$ cat config.mk
export PLATFORM = sky130hd
export DESIGN_NAME = spi_hdr_seq
export DESIGN_NICKNAME = d
export VERILOG_FILES = /design/src/rtl/spi_hdr_seq.sv
export SDC_FILE = /design/constraint.sdc
export NUM_CORES = 1
export LEC_CHECK = 0
export ABC_AREA = 1
export BUFFER_PORTS_ARGS = -buffer_cell sky130_fd_sc_hd__buf_2
export CAP_MARGIN = 10
export CELL_PAD_IN_SITES_DETAIL_PLACEMENT = 0
export CELL_PAD_IN_SITES_GLOBAL_PLACEMENT = 2
export CORE_MARGIN = 2
export CORE_UTILIZATION = 32
export DETAILED_ROUTE_END_ITERATION = 10
export PLACE_DENSITY_LB_ADDON = 0.08
export SLEW_MARGIN = 20
export SYNTH_ARGS = -nofsm -noshare
export SYNTH_HDL_FRONTEND = slang
export SYNTH_SLANG_ARGS = --single-unit
export TNS_END_PERCENT = 30
$ cat constraint.sdc
create_clock -name clk -period 4.1 [get_ports clk]
set_clock_uncertainty 0.1 [all_clocks]
set_input_delay 0 -clock clk [delete_from_list [all_inputs] [get_ports clk]]
set_output_delay 0 -clock clk [all_outputs]
set_load 0.005 [all_outputs]
$ cat src/rtl/spi_hdr_seq.sv
module spi_hdr_seq #(
  parameter int CNT_W = 16
) (
  input  logic             clk,
  input  logic             rst_n,
  input  logic             bit_tick,
  input  logic             go,
  input  logic             stop,
  input  logic             wr_mode,
  input  logic             word4,
  input  logic [15:0]      hdr_cnt,
  input  logic [31:0]      inst_reg,
  input  logic [31:0]      addr_reg,
  input  logic [31:0]      rmode_reg,
  input  logic [CNT_W-1:0] din_cnt,
  input  logic [1:0]       data_pins,
  input  logic             addr_quad,
  input  logic [31:0]      wf_data,
  input  logic             wf_empty,
  output logic             wf_pop,
  output logic [31:0]      rf_data,
  output logic             rf_push,
  output logic             sclk,
  output logic             cs_n,
  output logic [3:0]       sd_o,
  output logic [3:0]       sd_oe,
  input  logic [3:0]       sd_i,
  output logic             busy,
  output logic             xfer_rdy,
  output logic             done
);

  typedef enum logic [2:0] {S_IDLE, S_INS, S_ADR, S_RMD, S_DMY, S_DAT, S_FIN} st_t;

  st_t             st, nx;
  logic [2:0]      nx_cnt, blft;
  logic            shifting, oe_on;
  logic [7:0]      sh, rbyte;
  logic [3:0]      steps;
  logic [1:0]      lw, wrem, rpos;
  logic [31:0]     wbuf, rword, rnext;
  logic [CNT_W-1:0] rdlft;
  logic [63:0]     hsrc;
  logic [7:0]      hbyte;
  logic [7:0]      rshift;

  wire [1:0] ic = hdr_cnt[1:0];
  wire [2:0] ac = hdr_cnt[6:4];
  wire [1:0] mc = hdr_cnt[9:8];
  wire [2:0] dc = hdr_cnt[14:12];
  wire [1:0] dlw = data_pins[1] ? 2'd2 : (data_pins[0] ? 2'd1 : 2'd0);
  wire [1:0] hlw = addr_quad ? 2'd2 : 2'd0;

  always_comb begin
    nx = S_DAT;     nx_cnt = 3'd0;
    if (st < S_DMY && dc != 0)      begin nx = S_DMY; nx_cnt = dc;         end
    if (st < S_RMD && mc != 0)      begin nx = S_RMD; nx_cnt = {1'b0, mc}; end
    if (st < S_ADR && ac != 0)      begin nx = S_ADR; nx_cnt = ac;         end
    if (st < S_INS && ic != 0)      begin nx = S_INS; nx_cnt = {1'b0, ic}; end
  end

  always_comb begin
    case (st)
      S_INS:   hsrc = {32'd0, inst_reg};
      S_ADR:   hsrc = {32'd0, addr_reg};
      S_RMD:   hsrc = {32'd0, rmode_reg};
      default: hsrc = 64'd0;
    endcase
    hbyte = hsrc[{blft - 3'd1, 3'b000} +: 8];
  end

  always_comb begin
    case (lw)
      2'd0:    begin sd_o = {3'b000, sh[7]};  rshift = {rbyte[6:0], sd_i[1]};   end
      2'd1:    begin sd_o = {2'b00, sh[7:6]}; rshift = {rbyte[5:0], sd_i[1:0]}; end
      default: begin sd_o = sh[7:4];          rshift = {rbyte[3:0], sd_i};      end
    endcase
    if (!oe_on)          sd_oe = 4'h0;
    else if (lw == 2'd2) sd_oe = 4'hF;
    else if (lw == 2'd1) sd_oe = 4'h3;
    else                 sd_oe = 4'h1;
    rnext = word4 ? (rword | ({24'd0, rbyte} << {rpos, 3'b000})) : {24'd0, rbyte};
  end

  wire wr_idle = st == S_DAT && wr_mode && !shifting && wrem == 2'd0;
  assign wf_pop   = wr_idle && !stop && !wf_empty;
  assign xfer_rdy = !busy || (wr_idle && wf_empty);

  always_ff @(posedge clk or negedge rst_n) begin
    if (!rst_n) begin
      st <= S_IDLE; blft <= '0; shifting <= 1'b0; oe_on <= 1'b0;
      sh <= '0; rbyte <= '0; steps <= '0; lw <= '0; wrem <= '0; rpos <= '0;
      wbuf <= '0; rword <= '0; rdlft <= '0; rf_data <= '0; rf_push <= 1'b0;
      sclk <= 1'b0; cs_n <= 1'b1; busy <= 1'b0; done <= 1'b0;
    end else begin
      done    <= 1'b0;
      rf_push <= 1'b0;
      if (st == S_IDLE) begin
        if (go) begin
          busy <= 1'b1; cs_n <= 1'b0; st <= nx; blft <= nx_cnt;
          rdlft <= din_cnt; wrem <= '0; rpos <= '0; rword <= '0;
        end
      end else if (st == S_FIN) begin
        busy <= 1'b0; cs_n <= 1'b1; done <= 1'b1; st <= S_IDLE;
      end else if (shifting) begin
        if (bit_tick) begin
          if (!sclk) begin
            sclk  <= 1'b1;
            rbyte <= rshift;
          end else begin
            sclk  <= 1'b0;
            case (lw)
              2'd0:    sh <= sh << 1;
              2'd1:    sh <= sh << 2;
              default: sh <= sh << 4;
            endcase
            steps <= steps - 4'd1;
            if (steps == 4'd1) begin
              shifting <= 1'b0;
              oe_on    <= 1'b0;
              if (st == S_DAT && !wr_mode) begin
                if (!word4 || rpos == 2'd3 || rdlft == '0) begin
                  rf_data <= rnext; rf_push <= 1'b1; rword <= '0; rpos <= '0;
                end else begin
                  rword <= rnext; rpos <= rpos + 2'd1;
                end
              end
            end
          end
        end
      end else begin
        case (st)
          S_INS, S_ADR, S_RMD: begin
            if (blft != 0) begin
              sh <= hbyte; blft <= blft - 3'd1; lw <= (st == S_INS) ? 2'd0 : hlw;
              steps <= 4'd8 >> ((st == S_INS) ? 2'd0 : hlw);
              oe_on <= 1'b1; shifting <= 1'b1;
            end else begin
              st <= nx; blft <= nx_cnt;
            end
          end
          S_DMY: begin
            if (blft != 0) begin
              sh <= '0; blft <= blft - 3'd1; lw <= 2'd0; steps <= 4'd8;
              oe_on <= 1'b0; shifting <= 1'b1;
            end else begin
              st <= nx; blft <= nx_cnt;
            end
          end
          S_DAT: begin
            lw    <= dlw;
            steps <= 4'd8 >> dlw;
            if (wr_mode) begin
              if (wrem != 2'd0) begin
                sh <= wbuf[7:0]; wbuf <= wbuf >> 8; wrem <= wrem - 2'd1;
                oe_on <= 1'b1; shifting <= 1'b1;
              end else if (stop) begin
                st <= S_FIN;
              end else if (!wf_empty) begin
                sh <= wf_data[7:0]; wbuf <= wf_data >> 8; wrem <= word4 ? 2'd3 : 2'd0;
                oe_on <= 1'b1; shifting <= 1'b1;
              end
            end else begin
              if (rdlft != '0) begin
                rdlft <= rdlft - 1'b1; sh <= '0; rbyte <= '0;
                oe_on <= 1'b0; shifting <= 1'b1;
              end else begin
                st <= S_FIN;
              end
            end
          end
          default: st <= S_IDLE;
        endcase
      end
    end
  end

endmodule

Word level (Yosys, flattened, before mapping)
Cells that the tools add are included.
Widths: inputs -> output; s select.
{"block": "op_classes", "n_addsub": 5, "mul": 0, "div": 0, "n_lt_le_gt_ge": 4, "eq_ne": 35, "n_shift": 4, "n_mux": 138, "n_bitwise": 4, "reduce_logical": 62}
{"op": "$mux 32", "n": 13}
{"op": "$mux 8", "n": 15}
{"op": "$mux 16", "n": 7}
{"op": "$pmux 32 s3", "n": 1}
{"op": "$mux 3", "n": 22}
{"op": "$shiftx 64x7->8", "n": 1}
{"op": "$mux 2", "n": 24}
{"op": "$mux 1", "n": 40}
{"op": "$reduce_and 7->1", "n": 5}
{"op": "$or 32x32->32", "n": 1}
{"op": "$pmux 8 s2", "n": 2}
{"op": "$shl 8x5->32", "n": 1}
{"op": "$reduce_bool 2->1", "n": 15}
{"op": "$mux 4", "n": 7}
{"op": "$pmux 8 s3", "n": 1}
{"op": "$reduce_and 6->1", "n": 3}
{"op": "$logic_not 16->1", "n": 1}
{"op": "$reduce_bool 16->1", "n": 1}
{"op": "$sub 16x1->16 const B", "n": 1}
{"op": "$ne 2x2->1 const B", "n": 7}
{"op": "$ne 2x1->1 const B", "n": 6}
{"op": "$pmux 4 s3", "n": 1}
{"op": "$reduce_bool 3->1", "n": 4}
{"op": "$logic_and 1x1->1", "n": 11}
{"op": "other kinds (39)", "n": 62}
{"block": "word_totals", "regBits": 151, "latch_bits": 0, "mem_bits_rw": 0, "mem_bits_ro": 0, "inputBits": 175, "out_inout_bits": 47, "elab_cells": 271, "n_memories": 0}

Logic depth before layout (Yosys ltp)
{"block": "logic_depth", "ltp_word": 11, "depth_mapped": 15, "depth_no_buf": 13}

Least setup slack after synthesis
OpenSTA, ideal clock, no wires.
{"block": "synth_path", "path_type": "reg2reg", "startpoint": "register lw[0]", "endpoint": "register sh[4]", "setup_time_ns": 0.116, "arrival_time_ns": 1.679, "t_required_ns": 3.884, "slack_ns": 2.204, "path_stages_with_launch": 13, "path_buffers": 1, "synth_period_minus_slack_ns": 1.896, "path_cell_list": "dfrtp_1 inv_1 ha_1 clkbuf_1 clkinv_1 nand2_1 inv_1 a21oi_1 nor2_1 a21oi_1 nand2_1 nand2_1 nand2_1"}
{"block": "synth_between", "elab_chain_cells": 5, "elab_cells_between_ends": 6, "classes_between": "1 x eq/ne; 4 x mux; 1 x reduce/logical"}
{"element": "start, declared", "line": "40", "text": "logic [1:0] lw, wrem, rpos;"}
{"element": "start signal, assigned", "line": "135", "text": "sh <= hbyte; blft <= blft - 3'd1; lw <= (st == S_INS) ? 2'd0 : hlw;"}
{"element": "start signal, assigned", "line": "151", "text": "lw <= dlw;"}
{"element": "$eq 2x1->1 / $logic_not 2->1 (equally long branches)", "line": "112", "text": "case (lw)"}
{"element": "$pmux 8 s2 (*)", "line": "112"}
{"element": "$mux 8 (*)", "line": "107", "text": "if (!sclk) begin"}
{"element": "$mux 8 (*)", "line": "106", "text": "if (bit_tick) begin"}
{"element": "$mux 8 (*)", "line": "105", "text": "end else if (shifting) begin"}
{"element": "end signal, assigned", "line": "113", "text": "2'd0: sh <= sh << 1;"}
{"element": "end signal, assigned", "line": "114", "text": "2'd1: sh <= sh << 2;"}
{"element": "end signal, assigned", "line": "115", "text": "default: sh <= sh << 4;"}
{"element": "end, declared", "line": "38", "text": "logic [7:0] sh, rbyte;"}
Mark *: on every way between the ends. The rest lies on a longest branch, timed or not. The select of a mux whose other input is x is not followed.
A chain may end at the register's enable or synchronous reset.

Final worst setup path
{"block": "layout_path", "startpoint": "register st[2]", "endpoint": "register blft[0]"}
{"block": "layout_between", "elab_chain_cells": 11, "elab_cells_between_ends": 30, "classes_between": "4 x order compare; 8 x eq/ne; 10 x mux; 8 x reduce/logical"}
{"element": "start, declared", "line": "35", "text": "st_t st, nx;"}
{"element": "start signal, assigned", "line": "139", "text": "st <= nx; blft <= nx_cnt;"}
{"element": "start signal, assigned", "line": "147", "text": "st <= nx; blft <= nx_cnt;"}
{"element": "$lt 3x3->1", "line": "56", "text": "if (st < S_DMY && dc != 0) begin nx = S_DMY; nx_cnt = dc; end"}
{"element": "$logic_and 1x1->1", "line": "56"}
{"element": "$mux 3", "line": "56"}
{"element": "$mux 3", "line": "57", "text": "if (st < S_RMD && mc != 0) begin nx = S_RMD; nx_cnt = {1'b0, mc}; end"}
{"element": "$mux 3", "line": "58", "text": "if (st < S_ADR && ac != 0) begin nx = S_ADR; nx_cnt = ac; end"}
{"element": "$mux 3", "line": "59", "text": "if (st < S_INS && ic != 0) begin nx = S_INS; nx_cnt = {1'b0, ic}; end"}
{"element": "$mux 3", "line": "134, 143"}
{"element": "$mux 3"}
{"element": "$mux 3", "line": "105"}
{"element": "$mux 3", "line": "103", "text": "end else if (st == S_FIN) begin"}
{"element": "$mux 3", "line": "98", "text": "if (st == S_IDLE) begin"}
{"element": "end signal, assigned", "line": "135"}
{"element": "end signal, assigned", "line": "139"}
{"element": "end signal, assigned", "line": "147"}
{"element": "end, declared", "line": "36", "text": "logic [2:0] nx_cnt, blft;"}
Several ways; a longest one is shown, not always the timed one. The select of a mux whose other input is x is not followed.

==> results.py <==
metrics = {
    "synth": {
        "yosysUniqueCellTypes": 50,
        "yosysTopAreaCellShare": 0.4003,
        "syn_area_um2": 8876,
        "yosysSeqAreaShare": 0.4033,
        "synth_edf_count": 0,
        "synth_fp_nets": 1462,
        "yosys_most_used_dff": "dfrtp_1",
        "synth-warning-count": 0,
        "syn-instance-count": 1278,
        "ys_ff_latch": 143,
        "yosys.area.top_type": "dfrtp_1",
        "avgSynthCellArea_um2": 6.945,
        "yosys-top-cells-area": "dfrtp_1 40%, nand2_1 14%, o21ai_0 8.1%",
        "synthArstFlopShare": 1.000,
    },
    "cells_and_area": {
        "drive_gt1_frac": 0.1910,
        "final_util": 0.4255,
        "nets": 1710,
        "nFillCells": 2939,
        "fin_area_um2": 11530,
        "layout_commonest_cell": "nand2_1",
        "multi_input_area_um2": 4284,
        "area_growth_pct": 29.91,
        "ff_latch_area_um2": 3581,
        "fin_cells": 1911,
        "final_cell_mix": "337 x nand2_1, 214 x buf_2, 174 x inv_1, 143 x o21ai_0, 141 x dfrtp_1",
        "antenna_cells": 0,
    },
    "timing": {
        "hold_viol": 0,
        "setup-tns-final_ns": 0,
        "whs_ns": 0.01721,
        "slew_headroom": 0.3080,
        "worstMarginPinSlew_ns": 1.036,
        "period_minus_slack_ns": 3.208,
        "setup_violations": 0,
        "rsz0062_at_grt": "false",
        "drv_slew": 0,
        "fmax_mhz": 311.7,
        "fin_crit_sh": 0.7824,
        "fin_ws_ns": 0.8921,
    },
    "floorplan": {
        "rows": 60,
        "dieHeight_um": 170.5,
        "dieArea_um2": 29090,
        "die_x_um": 170.5,
        "initial_core_util": 0.3275,
        "core_um2": 27100,
        "ios": 222,
    },
    "cts": {
        "cts.clk_slew.worst_paths_ns": 0.07,
        "cts_made_buffers": 17,
        "cts_num_sinks": 143,
        "htree_levels": 4,
        "cts_resized": 0,
        "cts_tree": "done",
        "cts_buffer_depth": 2,
        "cts_setup_buffers": 0,
        "clockRootBuffer": "clkbuf_16",
        "holdBufCountCts": 63,
        "clk_latency_ns": 0.44,
    },
    "critical_path": {
        "crit_path_top_delay_cell": "dlygate4sd3_1",
        "path_buf_inv": 2,
        "path_max_fanout": 13,
        "critPathLaunchType": "flip-flop",
        "path_class": "flip-flop to flip-flop",
        "slowest_delay_ns": 0.57,
        "required_ns": 4.37,
        "crit_arrival_ns": 3.48,
        "path_cells": "inv_1, nand3_1, nand3b_1, o21ai_0, nor2_1, nor2_1, o21ai_0, dlygate4sd3_1, nand2_1, nand2_1",
        "cp_top_family": "simple AND/OR/NAND/NOR gates",
        "endpoint_kind": "flip-flop",
    },
    "grt": {
        "busiest_layer": "met2",
        "antenna_found_initial": 1,
        "gr-usage-met1": 0.2906,
        "overflow": 0,
        "grt_pass1_vias": 8969,
        "met3_usage": 0.04094,
        "grt_pass1_wl_mm": 47.51,
        "met2_usage": 0.3325,
        "grt_max_degree": 85,
        "gr-usage-all-layers": 0.2066,
    },
    "power_and_ir_drop": {
        "peakVddDrop_uv": 414.3,
        "p_int_mw": 3.803,
        "power_frac_comb": 0.458,
        "leakagePower_nw": 5.851,
        "p_seq_frac": 0.284,
        "netSwitchingPower_mw": 3.108,
        "totalPowerFinal_mw": 6.911,
        "powerDensity_nw_per_um2": 599.3,
        "p_sw_frac": 0.4497,
        "clkPwrFrac": 0.258,
    },
    "flow_run": {
        "cap_viol_max_count": 0,
    },
    "routing": {
        "detail-route-antenna-nets": 0,
        "drc": 0,
        "wl_per_cell_um": 15.32,
        "drtIter0Drc": 542,
        "vias": 9154,
        "wl_mm": 29.27,
        "post_drt_via_cell_ratio": 4.790,
        "drt_pass1_iterations": 5,
    },
    "placement": {
        "gp_congestion": 0.7742,
        "portBuffers": 215,
        "dpl_cell_area_um2": 10240,
        "place_inst": 1816,
        "dp_hpwl_mm": 20.75,
        "pre_cts_ws_ns": 1.255,
    },
    "worst_hold_path": {
        "hp-class": "primary input to flip-flop",
    },
    "outcome": {
        "status": "complete, no violations",
    },
}
-- routing by layer --
layer	part of all wire	up-vias
met1	0.49	4275
met5	0	-
li1	-	4664
met3	0.046	14
met4	0.0077	0
met2	0.46	201
-- power by group through the flow --
| stage | clock, mW | sequential [mW] | combinational [mW] |
|---|---|---|---|
| finish | 1.78 | 1.96 | 3.17 |
| global route | 1.88 | 2.01 | 3.67 |
| CTS | 1.83 | 1.96 | 3.22 |
| detailed placement | 0 | 1.99 | 3.13 |
| global placement | 0 | 1.99 | 3.13 |
| floorplan | 0 | 1.88 | 2.27 |
-- layout make-up --
type,count,area share
clock buffer,17,0.03689
clock inverter,15,0.02051
timing repair buffer,295,0.1596
multi-input combinational,883,0.3715
sequential,143,0.3105
inverter,186,0.06055
tap,372,0.04036
-- sequential cells by signal, summed over array words and instances, names as in the netlist, 2 cells and up --
name,flops
rpos,2
rf_data,32
sh,8
steps,4
st,3
blft,3
rdlft,16
wbuf,24
rword,32
wrem,2
lw,2
rbyte,8
-- path summary, 6_finish.rpt --
path / endpoint / startpoint / depth (start not counted) / slack, ns
max in group asynchronous: cs_n / rst_n / 3 / 2.74
worst min register to register: cs_n / cs_n / 2 / 0.36
worst min-delay path: sh[5] / addr_reg[29] / 9 / 0.02
worst max-delay path: blft[0] / st[2] / 10 / 0.89
worst max register to register: blft[0] / st[2] / 10 / 0.89
min in group asynchronous: rdlft[2] / rst_n / 2 / 0.06
-- cells in the mapped netlist (3+ instances only) --
cell type / count
nand4_1: 17
nor2_2: 4
clkinv_1: 6
ha_1: 9
o21ai_1: 4
o32ai_1: 19
inv_2: 6
buf_2: 30
inv_1: 174
nor3_1: 4
dfrtp_1: 142
o221ai_1: 3
clkbuf_1: 25
nor2_1: 134
o31ai_1: 6
a21oi_1: 31
o211ai_1: 25
a31oi_1: 4
o22ai_1: 25
xor2_1: 3
buf_6: 3
nand3_1: 84
buf_4: 5
nand2_1: 338
o21ai_0: 143
-- worst reg2reg max path: cells and delay by family (launching register included) --
kind,cells,cell delay [ns]
AOI/OAI and AO/OA,2,0.31
buffers and inverters,2,1.01
DFF,1,0.55
and+or+nand+nor,6,1.18
-- kinds of logic (layout without fill, tap and decap cells) --
logic type               Yosys count  in the layout  share of synthesized area
AND/OR/NAND/NOR                  596            596                     0.2819
AO/OA/AOI/OAI                    273            273                     0.1814
buffers and inverters            252            513                     0.1156
flip-flops                       143            143                     0.4033
adder cells (fa/ha/maj)            9              9                    0.01269
XOR/XNOR                           4              4                   0.003948
multiplexers                       1              1                   0.001128
Note: power is estimated with default switching activity, not from simulation.
